==> src/rtl/hfres_pkg.sv <==
package hfres_pkg;

    localparam int HALF_W   = 16;
    localparam int CH_W     = HALF_W - 1;
    localparam int RES_W    = CH_W + 2;
    localparam int NPLANE   = 3;
    localparam logic [HALF_W-1:0] ALPHA_ONE = 16'h3C00;

    typedef enum logic [1:0] {
        PL_RED = 2'd0,
        PL_GMR = 2'd1,
        PL_BMG = 2'd2
    } plane_e;

    typedef enum logic {
        PH_FILL = 1'b0,
        PH_EMIT = 1'b1
    } phase_e;

    typedef struct packed {
        logic [HALF_W-1:0] r;
        logic [HALF_W-1:0] g;
        logic [HALF_W-1:0] b;
        logic [HALF_W-1:0] a;
    } pixel_t;

    typedef struct packed {
        logic [CH_W-1:0] r;
        logic [CH_W-1:0] g;
        logic [CH_W-1:0] b;
    } colour_t;

    function automatic logic blocks_compress(pixel_t p);
        return (p.a != ALPHA_ONE) || p.r[HALF_W-1] || p.g[HALF_W-1] || p.b[HALF_W-1];
    endfunction

    function automatic colour_t strip_sign(pixel_t p);
        colour_t c;
        c.r = p.r[CH_W-1:0];
        c.g = p.g[CH_W-1:0];
        c.b = p.b[CH_W-1:0];
        return c;
    endfunction

    function automatic logic [RES_W-1:0] plane_value(colour_t c, plane_e p);
        logic [RES_W-1:0] r, g, b;
        r = {2'b00, c.r};
        g = {2'b00, c.g};
        b = {2'b00, c.b};
        case (p)
            PL_RED:  return r;
            PL_GMR:  return g - r;
            PL_BMG:  return b - g;
            default: return '0;
        endcase
    endfunction

endpackage

==> src/rtl/hfres_capture.sv <==
module hfres_capture
    import hfres_pkg::*;
#(
    parameter int SIDE = 4,
    localparam int NPIX = SIDE * SIDE,
    localparam int IDX_W = $clog2(NPIX)
) (
    input  logic    clk,
    input  logic    rst,
    input  logic    acc_i,
    input  pixel_t  px_i,
    output colour_t store_o [NPIX],
    output logic    raw_o,
    output logic    done_o
);

    colour_t          store_q [NPIX];
    logic [IDX_W-1:0] wp_q;
    logic             raw_q;
    logic             first;
    logic             last;

    assign first = (wp_q == '0);
    assign last  = (wp_q == IDX_W'(NPIX - 1));

    always_ff @(posedge clk) begin
        if (rst) begin
            wp_q  <= '0;
            raw_q <= 1'b0;
            for (int i = 0; i < NPIX; i++) store_q[i] <= '0;
        end else if (acc_i) begin
            store_q[wp_q] <= strip_sign(px_i);
            wp_q          <= last ? '0 : wp_q + IDX_W'(1);
            raw_q         <= blocks_compress(px_i) | (raw_q & ~first);
        end
    end

    assign store_o = store_q;
    assign raw_o   = raw_q;
    assign done_o  = acc_i & last;

endmodule

==> src/rtl/hfres_sequencer.sv <==
module hfres_sequencer
    import hfres_pkg::*;
#(
    parameter int SIDE = 4,
    localparam int NPIX = SIDE * SIDE,
    localparam int IDX_W = $clog2(NPIX),
    localparam int TOTAL = NPIX * NPLANE,
    localparam int CNT_W = $clog2(TOTAL)
) (
    input  logic             clk,
    input  logic             rst,
    input  logic             done_i,
    output logic             emit_o,
    output plane_e           plane_o,
    output logic [IDX_W-1:0] idx_o,
    output logic             last_o
);

    phase_e           phase_q;
    logic [CNT_W-1:0] cnt_q;
    logic             at_end;

    assign at_end = (cnt_q == CNT_W'(TOTAL - 1));

    always_ff @(posedge clk) begin
        if (rst) begin
            phase_q <= PH_FILL;
            cnt_q   <= '0;
        end else begin
            case (phase_q)
                PH_FILL: begin
                    cnt_q <= '0;
                    if (done_i) phase_q <= PH_EMIT;
                end
                PH_EMIT: begin
                    cnt_q <= at_end ? '0 : cnt_q + CNT_W'(1);
                    if (at_end) phase_q <= PH_FILL;
                end
                default: phase_q <= PH_FILL;
            endcase
        end
    end

    assign emit_o  = (phase_q == PH_EMIT);
    assign plane_o = plane_e'(cnt_q[CNT_W-1:IDX_W]);
    assign idx_o   = cnt_q[IDX_W-1:0];
    assign last_o  = emit_o & at_end;

endmodule

==> src/rtl/hfres_predict.sv <==
module hfres_predict
    import hfres_pkg::*;
#(
    parameter int SIDE = 4,
    localparam int NPIX = SIDE * SIDE,
    localparam int IDX_W = $clog2(NPIX),
    localparam int COL_W = $clog2(SIDE)
) (
    input  colour_t          store_i [NPIX],
    input  plane_e           plane_i,
    input  logic [IDX_W-1:0] idx_i,
    output logic [RES_W-1:0] res_o
);

    logic [IDX_W-1:0] idx_l, idx_a, idx_d;
    logic [RES_W-1:0] v_cur, v_l, v_a, v_d, pred;
    logic             top_row, left_col;

    assign idx_l    = idx_i - IDX_W'(1);
    assign idx_a    = idx_i - IDX_W'(SIDE);
    assign idx_d    = idx_i - IDX_W'(SIDE + 1);
    assign top_row  = (idx_i[IDX_W-1:COL_W] == '0);
    assign left_col = (idx_i[COL_W-1:0] == '0);

    assign v_cur = plane_value(store_i[idx_i], plane_i);
    assign v_l   = plane_value(store_i[idx_l], plane_i);
    assign v_a   = plane_value(store_i[idx_a], plane_i);
    assign v_d   = plane_value(store_i[idx_d], plane_i);

    always_comb begin
        if (top_row && left_col)  pred = '0;
        else if (top_row)         pred = v_l;
        else if (left_col)        pred = v_a;
        else                      pred = v_l + v_a - v_d;
    end

    assign res_o = v_cur - pred;

endmodule

==> src/rtl/hfres_top.sv <==
module hfres_top
    import hfres_pkg::*;
#(
    parameter int SIDE = 4
) (
    input  logic        clk,
    input  logic        rst,
    input  logic        in_valid,
    output logic        in_ready,
    input  logic [15:0] in_red,
    input  logic [15:0] in_green,
    input  logic [15:0] in_blue,
    input  logic [15:0] in_alpha,
    output logic        out_valid,
    output logic [1:0]  out_plane,
    output logic [16:0] out_res,
    output logic        out_last,
    output logic        out_raw
);

    localparam int NPIX  = SIDE * SIDE;
    localparam int IDX_W = $clog2(NPIX);

    pixel_t           px;
    colour_t          store [NPIX];
    logic             acc, raw, done, emit, last;
    plane_e           plane;
    logic [IDX_W-1:0] idx;
    logic [RES_W-1:0] res;

    assign px  = '{r: in_red, g: in_green, b: in_blue, a: in_alpha};
    assign acc = in_valid & in_ready;

    hfres_capture #(.SIDE(SIDE)) u_cap (
        .clk(clk), .rst(rst), .acc_i(acc), .px_i(px),
        .store_o(store), .raw_o(raw), .done_o(done)
    );

    hfres_sequencer #(.SIDE(SIDE)) u_seq (
        .clk(clk), .rst(rst), .done_i(done), .emit_o(emit),
        .plane_o(plane), .idx_o(idx), .last_o(last)
    );

    hfres_predict #(.SIDE(SIDE)) u_pred (
        .store_i(store), .plane_i(plane), .idx_i(idx), .res_o(res)
    );

    assign in_ready  = ~emit;
    assign out_valid = emit;
    assign out_plane = plane;
    assign out_res   = res;
    assign out_last  = last;
    assign out_raw   = last & raw;

endmodule

==> config.mk <==
export PLATFORM = sky130hd
export DESIGN_NAME = hfres_top
export DESIGN_NICKNAME = d
export VERILOG_FILES = /design/src/rtl/hfres_pkg.sv /design/src/rtl/hfres_capture.sv /design/src/rtl/hfres_sequencer.sv /design/src/rtl/hfres_predict.sv /design/src/rtl/hfres_top.sv
export SDC_FILE = /design/constraint.sdc
export NUM_CORES = 2
export LEC_CHECK = 0
export BUFFER_PORTS_ARGS = -buffer_cell sky130_fd_sc_hd__buf_2
export CAP_MARGIN = 20
export CELL_PAD_IN_SITES_DETAIL_PLACEMENT = 1
export CELL_PAD_IN_SITES_GLOBAL_PLACEMENT = 1
export CORE_MARGIN = 1
export CORE_UTILIZATION = 55
export CTS_BUF_LIST = sky130_fd_sc_hd__clkbuf_2 sky130_fd_sc_hd__clkbuf_4 sky130_fd_sc_hd__clkbuf_8
export DETAILED_ROUTE_END_ITERATION = 16
export PLACE_DENSITY_LB_ADDON = 0.1
export SYNTH_ARGS = -nofsm -noshare
export SYNTH_HDL_FRONTEND = slang
export SYNTH_SLANG_ARGS = --single-unit
==> constraint.sdc <==
create_clock -name clk -period 37 [get_ports clk]
set_input_delay 11.1 -clock clk [delete_from_list [all_inputs] [get_ports clk]]
set_output_delay 11.1 -clock clk [all_outputs]
set_load 0.005 [all_outputs]
Word level (Yosys, flattened, before mapping) --
Index checks and enable logic that the tools add are counted. Widths: inputs -> output; s select.
Operators by class: multiplexer cells 28, magnitude comparators 6, $mul 0, add/subtract/negate cells 16, bitwise gates (word level) 13, equal/unequal tests 5, reductions and logical operators 9, div/mod/pow operators 0, shift operators 0
Operators by type and width (number):
- $bmux 45 s4 | 4
- $bwmux 720 | 1
- $mux 45 | 9
- $pmux 17 s3 | 4
- $demux 45 s4 | 1
- $sub 15x15->16 | 8
- $mux 17 | 3
- $sub 17x17->17 | 2
- $ge 5x5->1 const B | 5
- $not 4->5 | 5
- $add 17x17->17 | 1
- $ne 16x14->1 const B | 1
- $pmux 6 s2 | 1
- $sub 4x3->4 const B | 2
- $add 6x1->6 const B | 1
- $eq 6x6->1 const B | 1
- $logic_not 2->1 | 3
- $mux 6 | 1
- $and 1x1->1 | 5
- $lt 5x1->1 const B | 1
- $add 4x1->4 const B | 1
- $eq 4x4->1 const B | 1
- $logic_not 4->1 | 1
- $mux 4 | 1
- other kinds (9) | 14
Word-level totals: register bits after elaboration 732, memories kept 0, bits in read-only memories 0, bits in latches 0, input bits 67, bits in writable memories 0, logic and storage cells 129, output and inout bits 23

Depth between registers and ports, before layout --
depth after elaboration 13, mapped depth 47, gate-level depth less buffers 35

By module --
A second synthesis with hierarchy kept.
Second synthesis, totals: cell total of the unflattened synthesis 5367, area total of the unflattened synthesis 47271.6 µm²
By module, submodules not included:
- hfres_capture | times used 1, area each 25515.7 µm², cells each 3271, seq. area each 14513.9 µm²
- hfres_predict | times used 1, area each 21451.8 µm², cells each 2063, seq. area each 0.0 µm²
- hfres_sequencer | times used 1, area each 287.8 µm², cells each 30, seq. area each 140.1 µm²
- hfres_top | times used 1, area each 16.3 µm², cells each 3, seq. area each 0.0 µm²

Worst setup path after synthesis --
OpenSTA, ideal clock, no wires.
path kind register to output, start register u_seq.cnt_q[0], end output out_res[16], slack 16351 ps, required time 25900 ps, stages on the path, launching flop included 47, buffers on the path 11, arrival 9549 ps, cells stage by stage dfxtp_1 buf_4 buf_6 buf_4 buf_2 buf_2 buf_2 buf_2 inv_1 ha_1 buf_2 buf_2 buf_1 clkbuf_1 mux4_2 mux4_2 inv_1 ha_1 [... 11 more ...] fa_1 ha_1 o21a_1 o22a_1 o21ai_0 o21ba_2 xor2_1 nor2_1 a21oi_1 o21a_1 ha_1 or2_2 a21oi_1 a31oi_1 a311oi_1 o21ai_0 xnor2_1 xnor2_1
Between the ends: elaborated cells between the ends (all ways) 39, those cells by class 14 x add/sub; 19 x mux; 4 x bitwise; 2 x reduce/logical
RTL lines:
- start, declared | RTL line hfres_sequencer.sv:20 | logic [CNT_W-1:0] cnt_q;
- start signal, assigned | RTL line hfres_sequencer.sv:36 | cnt_q <= at_end ? '0 : cnt_q + CNT_W'(1);
- $sub 4x3->4 (*) | RTL line hfres_predict.sv:21 | assign idx_d = idx_i - IDX_W'(SIDE + 1);
- named net u_pred.idx_d[0] | RTL line hfres_predict.sv:15 | logic [IDX_W-1:0] idx_l, idx_a, idx_d;
- $not 4->5 (not written as such) (*) | RTL line hfres_predict.sv:28 | assign v_d = plane_value(store_i[idx_d], plane_i);
- $bmux 45 s4 (*) | RTL line hfres_predict.sv:28
- $mux 45 (not written as such) (*) (2 in a row) | RTL line hfres_predict.sv:28
- $sub 15x15->16, on equally long branches | RTL line hfres_pkg.sv:53, hfres_pkg.sv:52
- $pmux 17 s3 (*) | RTL line hfres_pkg.sv:50 | case (p)
- $sub 17x17->17 (*) | RTL line hfres_predict.sv:34 | else pred = v_l + v_a - v_d;
- $mux 17 (*) | RTL line hfres_predict.sv:33 | else if (left_col) pred = v_a;
- $mux 17 (*) | RTL line hfres_predict.sv:32 | else if (top_row) pred = v_l;
- $mux 17 (*) | RTL line hfres_predict.sv:31 | if (top_row && left_col) pred = '0;
- $sub 17x17->17 (*) | RTL line hfres_predict.sv:37 | assign res_o = v_cur - pred;
- end, declared | RTL line hfres_top.sv:16 | output logic [16:0] out_res,
Mark *: on every way through the listed nets, which the timed path passes. The rest lies on a longest branch. The select of a mux whose other input is x is not followed.

Final worst setup path --
Ends and elaborated chain as after synthesis.

==> run_results.csv <==
group,metric,value,unit
floorplan,die_y,294,um
clock_network,cts.repair.resized,0,
routing,ant_nets,0,
worst_setup_path,endpoint_kind,"primary output",
pwr,vdd_drop_max,0.0365,mV
logic_synthesis,yosysTopAreaCell,"dfxtp_1",
worst_setup_path,cp_slowest_cell,"buf_4",
routing,vias,44900,
logic_synthesis,synth_area,47000,um^2
routing,drt_iter0_drc,5717,
worst_setup_path,worstSetupPathType,"flop to primary output",
sta,max_freq,44.0,MHz
place,place_hpwl,123000,um
logic_synthesis,synth_top_area_share,31.2,%
routing,vias_per_cell,7.09,
floorplan,io_pins,90,
pwr,totalPowerFinal,0.00178,W
worst_setup_path,cp-startpoint,"u_seq.cnt_q[0]",
global_routing,grt_util_met1,56.8,%
global_routing,grt_overflow_total,0,
worst_setup_path,crit_path_max_incr_delay,0.89,ns
sta,tightest_slew,1.22,ns
logic_synthesis,async_flop_share,0,%
logic_synthesis,synth_most_common_cell,"nand2_1",
min_path,min_path_type,"flop to flop",
clock_network,cts.hold.buffers_added,0,
clock_network,cts_htree_levels,4,
clock_network,cts_made_buffers,133,
floorplan,core-area,84100,um^2
layout,fin_area,50700,um^2
floorplan,dieArea,86600,um^2
global_routing,grt.met3_usage,13.8,%
worst_setup_path,cp.arrival,11.62,ns
global_routing,use_met2,69.3,%
global_routing,grt.total_usage,45.7,%
logic_synthesis,ys_ff_latch,732,
worst_setup_path,cp_data_required_time,25.90,ns
min_path,hold_start,"u_cap.raw_o",
routing,drt-wirelength-per-cell,31.4,um
sta,setup_violations,0,
floorplan,start_util,55.9,%
clock_network,clkLatencyLatePin,0.88,ns
logic_synthesis,ys_seq_area_share,31.2,%
sta,drv_slew,0,
sta,finalClockSkew,0.0395,ns
clock_network,cts_sinks,732,
worst_setup_path,critPathMaxFanout,63,
sta,relSlewSlack,18.3,%
global_routing,grt_max_degree,196,
global_routing,grt_pass1_wl,291000,um
run_status,status,"finished clean",
clock_network,post_cts_buffers,0,
layout,drive_gt1_share,18.7,%
clock_network,cts_buffer_depth,3,
sta,period_needed,22.72,ns
layout,fillers,9666,
sta,fin_hold_ws,0.458,ns
logic_synthesis,synth-edff-count,0,
floorplan,row_count,106,
sta,tns,0,ns
logic_synthesis,synth_flop_cell,"dfxtp_1",
routing,drt-total-wl,199000,um
routing,route.detailed.drc,0,
floorplan,die_x,294,um
global_routing,grt.busiest_layer,"met2",
clock_network,cts_tree,"built",
global_routing,grt_pass1_vias,45600,
clock_network,clockRootBuffer,"clkbuf_8",
logic_synthesis,synth.area.top_cells,"dfxtp_1 (31%), mux4_2 (24%), nand2_1 (12%)",
sta,rsz0062_at_grt,"no",
logic_synthesis,synth_fp_nets,5520,
layout,area_growth,7.88,%
worst_setup_path,start_kind,"flop",
routing,drt_pre_antenna_iters,5,
logic_synthesis,synthesis.yosys.warnings,0,
logic_synthesis,synth_cells,5267,
worst_setup_path,worstReg2RegStart,"u_seq.emit_o",
sta,hold_violations,0,
pwr,leakage,17.0,nW
place,gp_congestion,1.03,
global_routing,antenna_found_initial,19,
logic_synthesis,synthTopCellsByCount,"nand2_1 (1,446), a21oi_1 (815), dfxtp_1 (732), mux4_2 (493), clkbuf_1 (376)",
clock_network,path_clk_slew,0.06,ns
logic_synthesis,yosysUniqueCellTypes,74,
flow_run,cap_violations,0,
sta,min_period_over_period,61.4,%
place,dpl_cell_area,47900,um^2
place,port_buffers,89,
pwr,p_per_area,35.0,nW/um^2
layout,final_util,60.3,%
logic_synthesis,avgSynthCellArea,8.92,um^2
layout,final_nets,5351,
[layer usage]
metal	vias to the layer above	routed length (um)
met4	12	13300
met2	3069	88100
met3	780	24900
met1	22600	72500
met5	-	116
li1	18400	-
[path summary, 6_finish.rpt]
kind / end / slack, ns / cells past startpoint
worst max register to register: u_cap.store_o[234] / 33.48 / 7
worst min register to register: u_cap.raw_o / 0.46 / 2
worst min-delay path: u_cap.raw_o / 0.46 / 2
worst max-delay path: out_res[16] / 14.28 / 34
[critical path, delay by kind of cell, from the launching register on]
| kind | cells | cell delay (ns) |
|---|---|---|
| multiplexers | 3 | 0.83 |
| flip-flops | 1 | 0.86 |
| adder cells (fa/ha/maj) | 6 | 2.48 |
| AO/OA/AOI/OAI | 11 | 3.07 |
| XOR/XNOR | 4 | 0.74 |
| AND/OR/NAND/NOR | 5 | 0.59 |
| buffers and inverters | 5 | 2.04 |
[stage by stage]
stage | instances | worst slack, ns
floorplan | 5267 | 16.35
global placement | 6095 | 15.44
detailed placement | 6096 | 15.33
CTS | 6317 | 14.32
global route | 6330 | 13.75
finish | 6340 | 14.28
[flip-flops by register name (all words and copies together) (netlist names)]
signal         cells
u_seq.emit_o       1
u_seq.cnt_q        6
u_cap.store_o    720
u_cap.wp_q         4
u_cap.raw_o        1
[cells by family after synthesis]
family / synth area share, %
muxes: 26.1
and+or+nand+nor: 15.5
buffers and inverters: 5.24
xor gates and xnor gates: 2.10
DFF: 31.2
adders and majority gates: 5.35
AOI/OAI and AO/OA: 14.5
[power by group]
group,switching (W),leakage (nW),internal [W]
clock network,0.000373,1.44,0.000441
logic,0.000106,9.66,0.0000529
registers,0.00000674,5.91,0.000796
[placed cells by master (no fill, tap or decap), types with 14 or more instances in the layout]
master       n
nand2_1   1446
a21oi_1    815
dfxtp_1    726
mux4_2     493
ha_1       159
clkbuf_8   156
inv_1      153
nor2_1     140
buf_2       88
mux2i_1     75
o21ai_0     75
xnor2_1     70
buf_4       68
nor3_1      60
a22o_1      47
o21a_1      42
clkbuf_4    42
xor2_1      39
mux2_2      37
a211oi_1    37
nand3_1     34
nor2b_1     30
o22ai_1     25
fa_1        25
a21o_1      24
diode_2     22
nand2b_1    21
or3_1       21
a31oi_1     14
[area by class of cell]
type,count,area (um^2),area share [%]
Sequential cell,732,14700,28.9
Clock buffer,198,2460,4.86
Multi-Input combinational cell,3914,30200,59.6
Inverter,156,588,1.16
Timing Repair Buffer,161,1050,2.08
Clock inverter,23,233,0.459
Antenna cell,22,55.1,0.109
Tap cell,1134,1420,2.80
Note: power is estimated with default switching activity, not from simulation.
